**config.mk**
```make
export PLATFORM = sky130hd
export DESIGN_NAME = prio_irq_ctrl
export DESIGN_NICKNAME = d
export VERILOG_FILES = /design/src/rtl/prio_irq_pkg.sv /design/src/rtl/irq_cmd_fsm.sv /design/src/rtl/irq_req_latch.sv /design/src/rtl/irq_prio_core.sv /design/src/rtl/prio_irq_ctrl.sv
export SDC_FILE = /design/constraint.sdc
export NUM_CORES = 1
export LEC_CHECK = 0
export ABC_AREA = 1
export BUFFER_PORTS_ARGS = -buffer_cell sky130_fd_sc_hd__buf_4
export CAP_MARGIN = 20
export CORE_UTILIZATION = 49
export CTS_BUF_LIST = sky130_fd_sc_hd__clkbuf_8
export DETAILED_ROUTE_END_ITERATION = 7
export PLACE_DENSITY = 0.65
export SYNTH_ARGS = -nofsm -noshare
export SYNTH_HDL_FRONTEND = slang
export SYNTH_SLANG_ARGS = --single-unit
```
**constraint.sdc**
```tcl
create_clock -name clk -period 5.6 [get_ports clk]
set_input_delay 1.12 -clock clk [delete_from_list [all_inputs] [get_ports clk]]
set_output_delay 1.12 -clock clk [all_outputs]
set_load 0.005 [all_outputs]
```
**src/rtl/prio_irq_pkg.sv**
```systemverilog
package prio_irq_pkg;

    localparam int NL     = 8;
    localparam int LW     = $clog2(NL);
    localparam int DW     = 8;
    localparam int BASE_W = DW - LW;

    typedef logic [NL-1:0] line_vec_t;

    typedef enum logic [1:0] {
        ST_UNINIT   = 2'd0,
        ST_RUN      = 2'd1,
        ST_TRIG_ARM = 2'd2
    } ctl_state_e;

    // index of the lowest-numbered set bit (most urgent line); 0 when none set
    function automatic logic [LW-1:0] first_set(input line_vec_t v);
        logic [LW-1:0] r;
        r = '0;
        for (int i = NL - 1; i >= 0; i--) begin
            if (v[i]) r = LW'(i);
        end
        return r;
    endfunction

endpackage

```
**src/rtl/irq_cmd_fsm.sv**
```systemverilog
module irq_cmd_fsm
    import prio_irq_pkg::*;
(
    input  logic              clk,
    input  logic              rst_n,
    input  logic              wr,
    input  logic              addr,
    input  logic [DW-1:0]     wdata,
    output logic              running,
    output line_vec_t         mask_q,
    output line_vec_t         trig_q,
    output logic [BASE_W-1:0] base_q,
    output logic [1:0]        rdsel_q,
    output logic              init_p,
    output logic              ns_eoi_p,
    output logic              sp_eoi_p,
    output logic [LW-1:0]     eoi_lvl
);

    ctl_state_e st_q, st_d;
    logic cmd_wr, data_wr, is_icw, is_ocw2, is_ocw3;

    always_comb begin
        cmd_wr  = wr && !addr;
        data_wr = wr && addr;
        is_icw  = cmd_wr && wdata[4];
        is_ocw2 = cmd_wr && !wdata[4] && !wdata[3];
        is_ocw3 = cmd_wr && !wdata[4] && wdata[3];
    end

    always_ff @(posedge clk) begin
        if (!rst_n) st_q <= ST_UNINIT;
        else        st_q <= st_d;
    end

    always_comb begin
        st_d = st_q;
        unique case (st_q)
            ST_UNINIT:   if (is_icw) st_d = ST_RUN;
            ST_RUN:      if (is_ocw3 && wdata[2]) st_d = ST_TRIG_ARM;
            ST_TRIG_ARM: if (data_wr || is_icw) st_d = ST_RUN;
            default:     st_d = ST_UNINIT;
        endcase
    end

    always_comb begin
        running  = (st_q != ST_UNINIT);
        init_p   = is_icw;
        ns_eoi_p = is_ocw2 && running && (wdata[7:5] == 3'b001);
        sp_eoi_p = is_ocw2 && running && (wdata[7:5] == 3'b011);
        eoi_lvl  = wdata[LW-1:0];
    end

    always_ff @(posedge clk) begin
        if (!rst_n) begin
            mask_q  <= '0;
            trig_q  <= '0;
            base_q  <= '0;
            rdsel_q <= '0;
        end else begin
            if (data_wr && st_q != ST_TRIG_ARM) mask_q <= wdata[NL-1:0];
            if (data_wr && st_q == ST_TRIG_ARM) trig_q <= wdata[NL-1:0];
            if (is_icw) base_q <= wdata[DW-1:LW];
            if (is_ocw3 && running) rdsel_q <= wdata[1:0];
        end
    end


    running_sticky_chk: assert property (@(posedge clk) disable iff (!rst_n)
        running |=> running);


    trig_guard_chk: assert property (@(posedge clk) disable iff (!rst_n)
        (st_q != ST_TRIG_ARM) |=> $stable(trig_q));

endmodule

```
**src/rtl/irq_req_latch.sv**
```systemverilog
module irq_req_latch
    import prio_irq_pkg::*;
(
    input  logic      clk,
    input  logic      rst_n,
    input  line_vec_t irq_in,
    input  line_vec_t trig,
    input  logic      init,
    input  line_vec_t ack_clr,
    output line_vec_t pend
);

    line_vec_t prev_q, edge_q, rise;

    always_comb begin
        rise = irq_in & ~prev_q & ~trig;
        pend = (trig & irq_in) | (~trig & edge_q);
    end

    always_ff @(posedge clk) begin
        if (!rst_n) begin
            prev_q <= '0;
            edge_q <= '0;
        end else begin
            prev_q <= irq_in;
            edge_q <= (init ? '0 : (edge_q & ~ack_clr)) | rise;
        end
    end


    edge_hold_chk: assert property (@(posedge clk) disable iff (!rst_n)
        (!init && ack_clr == '0) |=>
            ((trig != $past(trig)) || (($past(pend) & ~trig & ~pend) == '0)));

endmodule

```
**src/rtl/irq_prio_core.sv**
```systemverilog
module irq_prio_core
    import prio_irq_pkg::*;
(
    input  logic              clk,
    input  logic              rst_n,
    input  logic              running,
    input  line_vec_t         pend,
    input  line_vec_t         mask,
    input  logic [BASE_W-1:0] base,
    input  logic              ack,
    input  logic              init,
    input  logic              ns_eoi,
    input  logic              sp_eoi,
    input  logic [LW-1:0]     eoi_lvl,
    output logic              int_out,
    output logic [DW-1:0]     vector_q,
    output line_vec_t         isr_q,
    output line_vec_t         ack_clr
);

    line_vec_t      cand, eoi_clr;
    logic [LW-1:0]  best, top_isr;
    logic           ack_take;

    always_comb begin
        cand     = pend & ~mask;
        best     = first_set(cand);
        top_isr  = first_set(isr_q);
        int_out  = running && (cand != '0) && ((isr_q == '0) || (best < top_isr));
        ack_take = ack && int_out;
        ack_clr  = ack_take ? (line_vec_t'(1) << best) : '0;
        if (ns_eoi && isr_q != '0) eoi_clr = line_vec_t'(1) << top_isr;
        else if (sp_eoi)           eoi_clr = line_vec_t'(1) << eoi_lvl;
        else                       eoi_clr = '0;
    end

    always_ff @(posedge clk) begin
        if (!rst_n) begin
            isr_q    <= '0;
            vector_q <= '0;
        end else begin
            if (init) isr_q <= '0;
            else      isr_q <= (isr_q & ~eoi_clr) | ack_clr;
            if (ack) vector_q <= {base, (ack_take ? best : LW'(NL - 1))};
        end
    end


    ack_sets_isr_chk: assert property (@(posedge clk) disable iff (!rst_n)
        (ack && int_out && !init && !ns_eoi && !sp_eoi) |=>
            ($countones(isr_q) == $countones($past(isr_q)) + 1));


    spurious_vec_chk: assert property (@(posedge clk) disable iff (!rst_n)
        (ack && !int_out && !init && !ns_eoi && !sp_eoi) |=>
            ((vector_q[LW-1:0] == LW'(NL - 1)) && $stable(isr_q)));


    eoi_noop_chk: assert property (@(posedge clk) disable iff (!rst_n)
        (sp_eoi && !isr_q[eoi_lvl] && !ack && !init) |=> $stable(isr_q));


    nseoi_drop_chk: assert property (@(posedge clk) disable iff (!rst_n)
        (ns_eoi && isr_q != '0 && !ack && !init) |=>
            ($countones(isr_q) + 1 == $countones($past(isr_q))));

endmodule

```
**src/rtl/prio_irq_ctrl.sv**
```systemverilog
module prio_irq_ctrl
    import prio_irq_pkg::*;
(
    input  logic          clk,
    input  logic          rst_n,
    input  logic          bus_wr,
    input  logic          bus_addr,
    input  logic [DW-1:0] bus_wdata,
    output logic [DW-1:0] bus_rdata,
    input  line_vec_t     irq_in,
    input  logic          inta,
    output logic          int_out,
    output logic [DW-1:0] vector_out
);

    logic              running, init_p, ns_eoi_p, sp_eoi_p;
    line_vec_t         mask_q, trig_q, pend, isr_q, ack_clr;
    logic [BASE_W-1:0] base_q;
    logic [1:0]        rdsel_q;
    logic [LW-1:0]     eoi_lvl;

    irq_cmd_fsm u_cmd (
        .clk(clk), .rst_n(rst_n), .wr(bus_wr), .addr(bus_addr), .wdata(bus_wdata),
        .running(running), .mask_q(mask_q), .trig_q(trig_q), .base_q(base_q),
        .rdsel_q(rdsel_q), .init_p(init_p), .ns_eoi_p(ns_eoi_p),
        .sp_eoi_p(sp_eoi_p), .eoi_lvl(eoi_lvl)
    );

    irq_req_latch u_req (
        .clk(clk), .rst_n(rst_n), .irq_in(irq_in), .trig(trig_q),
        .init(init_p), .ack_clr(ack_clr), .pend(pend)
    );

    irq_prio_core u_core (
        .clk(clk), .rst_n(rst_n), .running(running), .pend(pend), .mask(mask_q),
        .base(base_q), .ack(inta), .init(init_p), .ns_eoi(ns_eoi_p),
        .sp_eoi(sp_eoi_p), .eoi_lvl(eoi_lvl), .int_out(int_out),
        .vector_q(vector_out), .isr_q(isr_q), .ack_clr(ack_clr)
    );

    always_comb begin
        if (bus_addr) begin
            bus_rdata = DW'(mask_q);
        end else begin
            case (rdsel_q)
                2'd1:    bus_rdata = DW'(pend);
                2'd2:    bus_rdata = DW'(trig_q);
                default: bus_rdata = DW'(isr_q);
            endcase
        end
    end

endmodule

```
==> metrics.txt <==
# TYPE chip_impl_metric gauge
chip_impl_metric{name="global_route.usage.total",unit=""} 0.267
chip_impl_metric{name="synth_enable_flop_cells",unit=""} 0
chip_impl_metric{name="max_cap_viol_count",unit=""} 0
chip_impl_metric{name="sequential_share_of_the_synthesized_area",unit=""} 0.386
chip_impl_info{name="globalRoute.busiestLayer",value="met2"} 1
chip_impl_metric{name="synth.yosys.warnings",unit=""} 0
chip_impl_metric{name="grtUsageMet2",unit=""} 0.393
chip_impl_metric{name="switchingPower",unit="mW"} 0.260
chip_impl_metric{name="post_drt_wl_per_cell",unit="um"} 14.8
chip_impl_info{name="critPathLaunchType",value="input pin"} 1
chip_impl_metric{name="synthesis.area",unit="um2"} 2950
chip_impl_metric{name="htreeDepth",unit=""} 3
chip_impl_metric{name="post-route-min-period",unit="ps"} 3940
chip_impl_metric{name="cts_resized",unit=""} 0
chip_impl_metric{name="final_antenna_net_count",unit=""} 0
chip_impl_metric{name="hold_buffers",unit=""} 0
chip_impl_info{name="final_common_cell",value="sky130_fd_sc_hd__nand2_1"} 1
chip_impl_metric{name="cp_max_fo",unit=""} 9
chip_impl_info{name="worst-setup-path-type",value="input pin to output pin"} 1
chip_impl_metric{name="global_placer_s_final_weighted_congestion",unit=""} 0.915
chip_impl_metric{name="max_stage_delay",unit="ps"} 310
chip_impl_metric{name="timing_worst_slew_pin_value",unit="ps"} 850
chip_impl_metric{name="detail_route.drc_violations",unit=""} 0
chip_impl_metric{name="place_ws",unit="ps"} 1680
chip_impl_metric{name="detailedPlacementHpwl",unit="mm"} 5.79
chip_impl_metric{name="initial_antenna_violation_count",unit=""} 0
chip_impl_metric{name="maximum_number_of_pins_on_one_net_before_global_route_repair",unit=""} 41
chip_impl_metric{name="die-width",unit="um"} 79.6
chip_impl_metric{name="drt_iter0_markers",unit=""} 239
chip_impl_info{name="yosys-top-cells-area",value="sky130_fd_sc_hd__dfxtp_1 39%, sky130_fd_sc_hd__a21oi_1 9.5%, sky130_fd_sc_hd__nand2_1 9.4%"} 1
chip_impl_info{name="crit_top_cell",value="sky130_fd_sc_hd__nand2_1"} 1
chip_impl_metric{name="share_seq_of_total_power",unit=""} 0.429
chip_impl_metric{name="detailroute.via_count",unit=""} 2900
chip_impl_info{name="synth-main-ff-cell",value="sky130_fd_sc_hd__dfxtp_1"} 1
chip_impl_metric{name="floorplan.die.height",unit="um"} 79.6
chip_impl_metric{name="final_net_count",unit=""} 481
chip_impl_info{name="critical_path.endpoint_type",value="output pin"} 1
chip_impl_metric{name="coreArea",unit="um2"} 5640
chip_impl_metric{name="pwr_density",unit="nW/um2"} 289
chip_impl_info{name="run_status",value="completed"} 1
chip_impl_metric{name="totalNegativeSetupSlack",unit="ps"} 0
chip_impl_metric{name="fmax",unit="MHz"} 254
chip_impl_info{name="grt_setup_unrepaired",value="false"} 1
chip_impl_info{name="cts-root-buf",value="sky130_fd_sc_hd__clkbuf_8"} 1
chip_impl_metric{name="power_frac_clock",unit=""} 0.429
chip_impl_info{name="hold_start",value="u_cmd.base_q[0]"} 1
chip_impl_info{name="critical_path.cell_chain",value="buf_4 -> inv_1 -> nand2_1 -> nand3_1 -> nand2_1 -> nor2_1 -> nor3_4 -> ha_1 -> o21a_1 -> nand2_1 -> nand2_2 -> nand2_4 -> nand2_4 -> inv_1 -> buf_4"} 1
chip_impl_metric{name="netlist_instances",unit=""} 424
chip_impl_metric{name="hold_violations",unit=""} 0
chip_impl_metric{name="fin_ws",unit="ps"} 1660
chip_impl_info{name="crit_path_top_delay_cell",value="sky130_fd_sc_hd__nor2_1"} 1
chip_impl_metric{name="tritoncts.num_buffers",unit=""} 9
chip_impl_metric{name="swShare",unit=""} 0.258
chip_impl_metric{name="num_io_pins",unit=""} 38
chip_impl_metric{name="clk-insertion-delay-late",unit="ps"} 330
chip_impl_info{name="crit_path_start",value="irq_in[6]"} 1
chip_impl_metric{name="synth_largest_type_area_fraction",unit=""} 0.386
chip_impl_metric{name="post_cts.repair.setup_buffers",unit=""} 0
chip_impl_metric{name="drt-pass1-iter-count",unit=""} 6
chip_impl_metric{name="timing.critical_path.buf_inv",unit=""} 4
chip_impl_metric{name="finClkSkew",unit="ps"} 7.81
chip_impl_metric{name="ir_drop",unit="mV"} 0.187
chip_impl_metric{name="synthesis.nets",unit=""} 448
chip_impl_metric{name="clockBufferDepth",unit=""} 2
chip_impl_metric{name="worst-endpoint-arrival",unit="ps"} 2820
chip_impl_metric{name="post_route_cells_drive_above_1_share",unit=""} 0.165
chip_impl_metric{name="timing.max_slew.rel_slack",unit=""} 0.431
chip_impl_metric{name="post_synth_num_cell_types",unit=""} 38
chip_impl_metric{name="floorplan.die_area",unit="um2"} 6340
chip_impl_metric{name="area_growth",unit="%"} 18.0
chip_impl_metric{name="setup_violations",unit=""} 0
chip_impl_metric{name="synth-seq-cells",unit=""} 57
chip_impl_metric{name="grtUsageMet1",unit=""} 0.376
chip_impl_metric{name="clk_transition_reported_paths",unit="ps"} 60
chip_impl_metric{name="share_of_the_cycle_needed_by_the_critical_path_after_routing",unit=""} 0.703
chip_impl_metric{name="portBuffers",unit=""} 37
chip_impl_info{name="crit-reg2reg-launch",value="u_cmd.trig_q[5]"} 1
chip_impl_metric{name="grtUsageMet3",unit=""} 0.0423
chip_impl_metric{name="power.combinational.fraction",unit=""} 0.142
chip_impl_metric{name="insertedDiodeCount",unit=""} 0
chip_impl_info{name="synth_top_area_cell",value="sky130_fd_sc_hd__dfxtp_1"} 1
chip_impl_metric{name="drt_wl_total",unit="mm"} 7.88
chip_impl_metric{name="cell_internal_pwr",unit="mW"} 0.747
chip_impl_metric{name="placement_rows",unit=""} 27
chip_impl_info{name="tritoncts",value="built"} 1
chip_impl_metric{name="vias_per_cell",unit=""} 5.43
chip_impl_info{name="commonest_non_fill_non_tap_cells_in_the_layout",value="74 x sky130_fd_sc_hd__nand2_1, 72 x sky130_fd_sc_hd__inv_1, 57 x sky130_fd_sc_hd__dfxtp_1, 56 x sky130_fd_sc_hd__a21oi_1, 37 x sky130_fd_sc_hd__buf_4"} 1
chip_impl_metric{name="total_leakage_power",unit="nW"} 1.57
chip_impl_metric{name="syn-mean-instance-area",unit="um2"} 6.97
chip_impl_metric{name="first_global_vias",unit=""} 2590
chip_impl_metric{name="start_util",unit=""} 0.524
chip_impl_metric{name="grt_first_pass_wirelength",unit="mm"} 12.5
chip_impl_info{name="critPathTopFamily",value="simple AND/OR/NAND/NOR gates"} 1
chip_impl_metric{name="maxSlewViolCount",unit=""} 0
chip_impl_metric{name="cp_data_required_time",unit="ps"} 4480
chip_impl_info{name="hold_class",value="flip-flop to flip-flop"} 1
chip_impl_metric{name="clkSinkCount",unit=""} 57
chip_impl_metric{name="grt-ovfl-total",unit=""} 0
chip_impl_metric{name="proportion_of_synthesized_flip_flops_having_asynchronous_set_or_reset",unit=""} 0
-- sequential cells by signal, summed over array words and instances (netlist names) --
signal           count
u_cmd.mask_q         8
u_cmd.trig_q         8
u_core.isr_q         8
u_core.vector_q      8
u_req.edge_q         8
u_req.prev_q         8
u_cmd.base_q         5
u_cmd.rdsel_q        2
u_cmd.st_q           2
-- Yosys cell counts (4+ instances only) --
cell type                   n
sky130_fd_sc_hd__dfxtp_1   57
sky130_fd_sc_hd__nand3_1   24
sky130_fd_sc_hd__nand2_1   74
sky130_fd_sc_hd__nor2_1    24
sky130_fd_sc_hd__inv_1     69
sky130_fd_sc_hd__o21ai_0   36
sky130_fd_sc_hd__nand3b_1   4
sky130_fd_sc_hd__o221ai_1   4
sky130_fd_sc_hd__nand4_1   10
sky130_fd_sc_hd__nand2_2    5
sky130_fd_sc_hd__a221oi_1   4
sky130_fd_sc_hd__clkbuf_1  11
sky130_fd_sc_hd__inv_2      7
sky130_fd_sc_hd__a21oi_1   56
-- power groups by stage --
stage | clock network [mW] | logic (mW) | registers, mW
global route | 0.459 | 0.161 | 0.433
floorplan | 0 | 0.0935 | 0.439
finish | 0.432 | 0.143 | 0.432
global placement | 0 | 0.139 | 0.440
CTS | 0.442 | 0.142 | 0.432
detailed placement | 0 | 0.141 | 0.441
-- layout make-up --
class	instances	area [um2]
multi-input cells	276	1470
clock inverters	5	71.3
repair buffers	37	278
fillers	532	2160
flip-flops and latches	57	1140
clock buffers	11	151
well taps	72	90.1
inverters	76	285
-- worst min-delay path: cells and delay by family, from the launching register on --
kind / cells / cell delay (ps)
buffers and inverters: 1 / 60
flip-flops: 1 / 300
AO/OA/AOI/OAI: 1 / 50
-- kinds of logic after synthesis --
logic type | synth area share
and+or+nand+nor | 0.257
AOI/OAI and AO/OA | 0.227
buffers and inverters | 0.117
DFF | 0.386
adders and majority gates | 0.0127
-- layer usage --
layer,routed length [um],up-vias
met5,0,-
met4,125,0
met2,3480,81
met3,437,10
met1,3840,1335
li1,-,1474
-- metrics by stage --
stage / power [mW] / std cells / util / hold WS (ps) / cell area [um2]
2_1_floorplan: 0.533 / 424 / - / 430 / 2950
3_3_place_gp: 0.579 / 518 / 0.578 / 444 / 3260
3_5_place_dp: 0.582 / 518 / 0.578 / 454 / 3260
4_1_cts: 1.02 / 534 / 0.618 / 463 / 3480
5_1_grt: 1.05 / 534 / 0.618 / 478 / 3480
6_report: 1.01 / 534 / 0.618 / 457 / 3480
-- worst paths after layout --
check	to	slack [ps]	cells after the start
min	u_core.vector_q[3]	460	2
max	int_out	1660	15
max reg2reg	u_req.edge_q[5]	3220	13
min reg2reg	u_core.vector_q[3]	460	2
(Power assumes the default switching activity.)
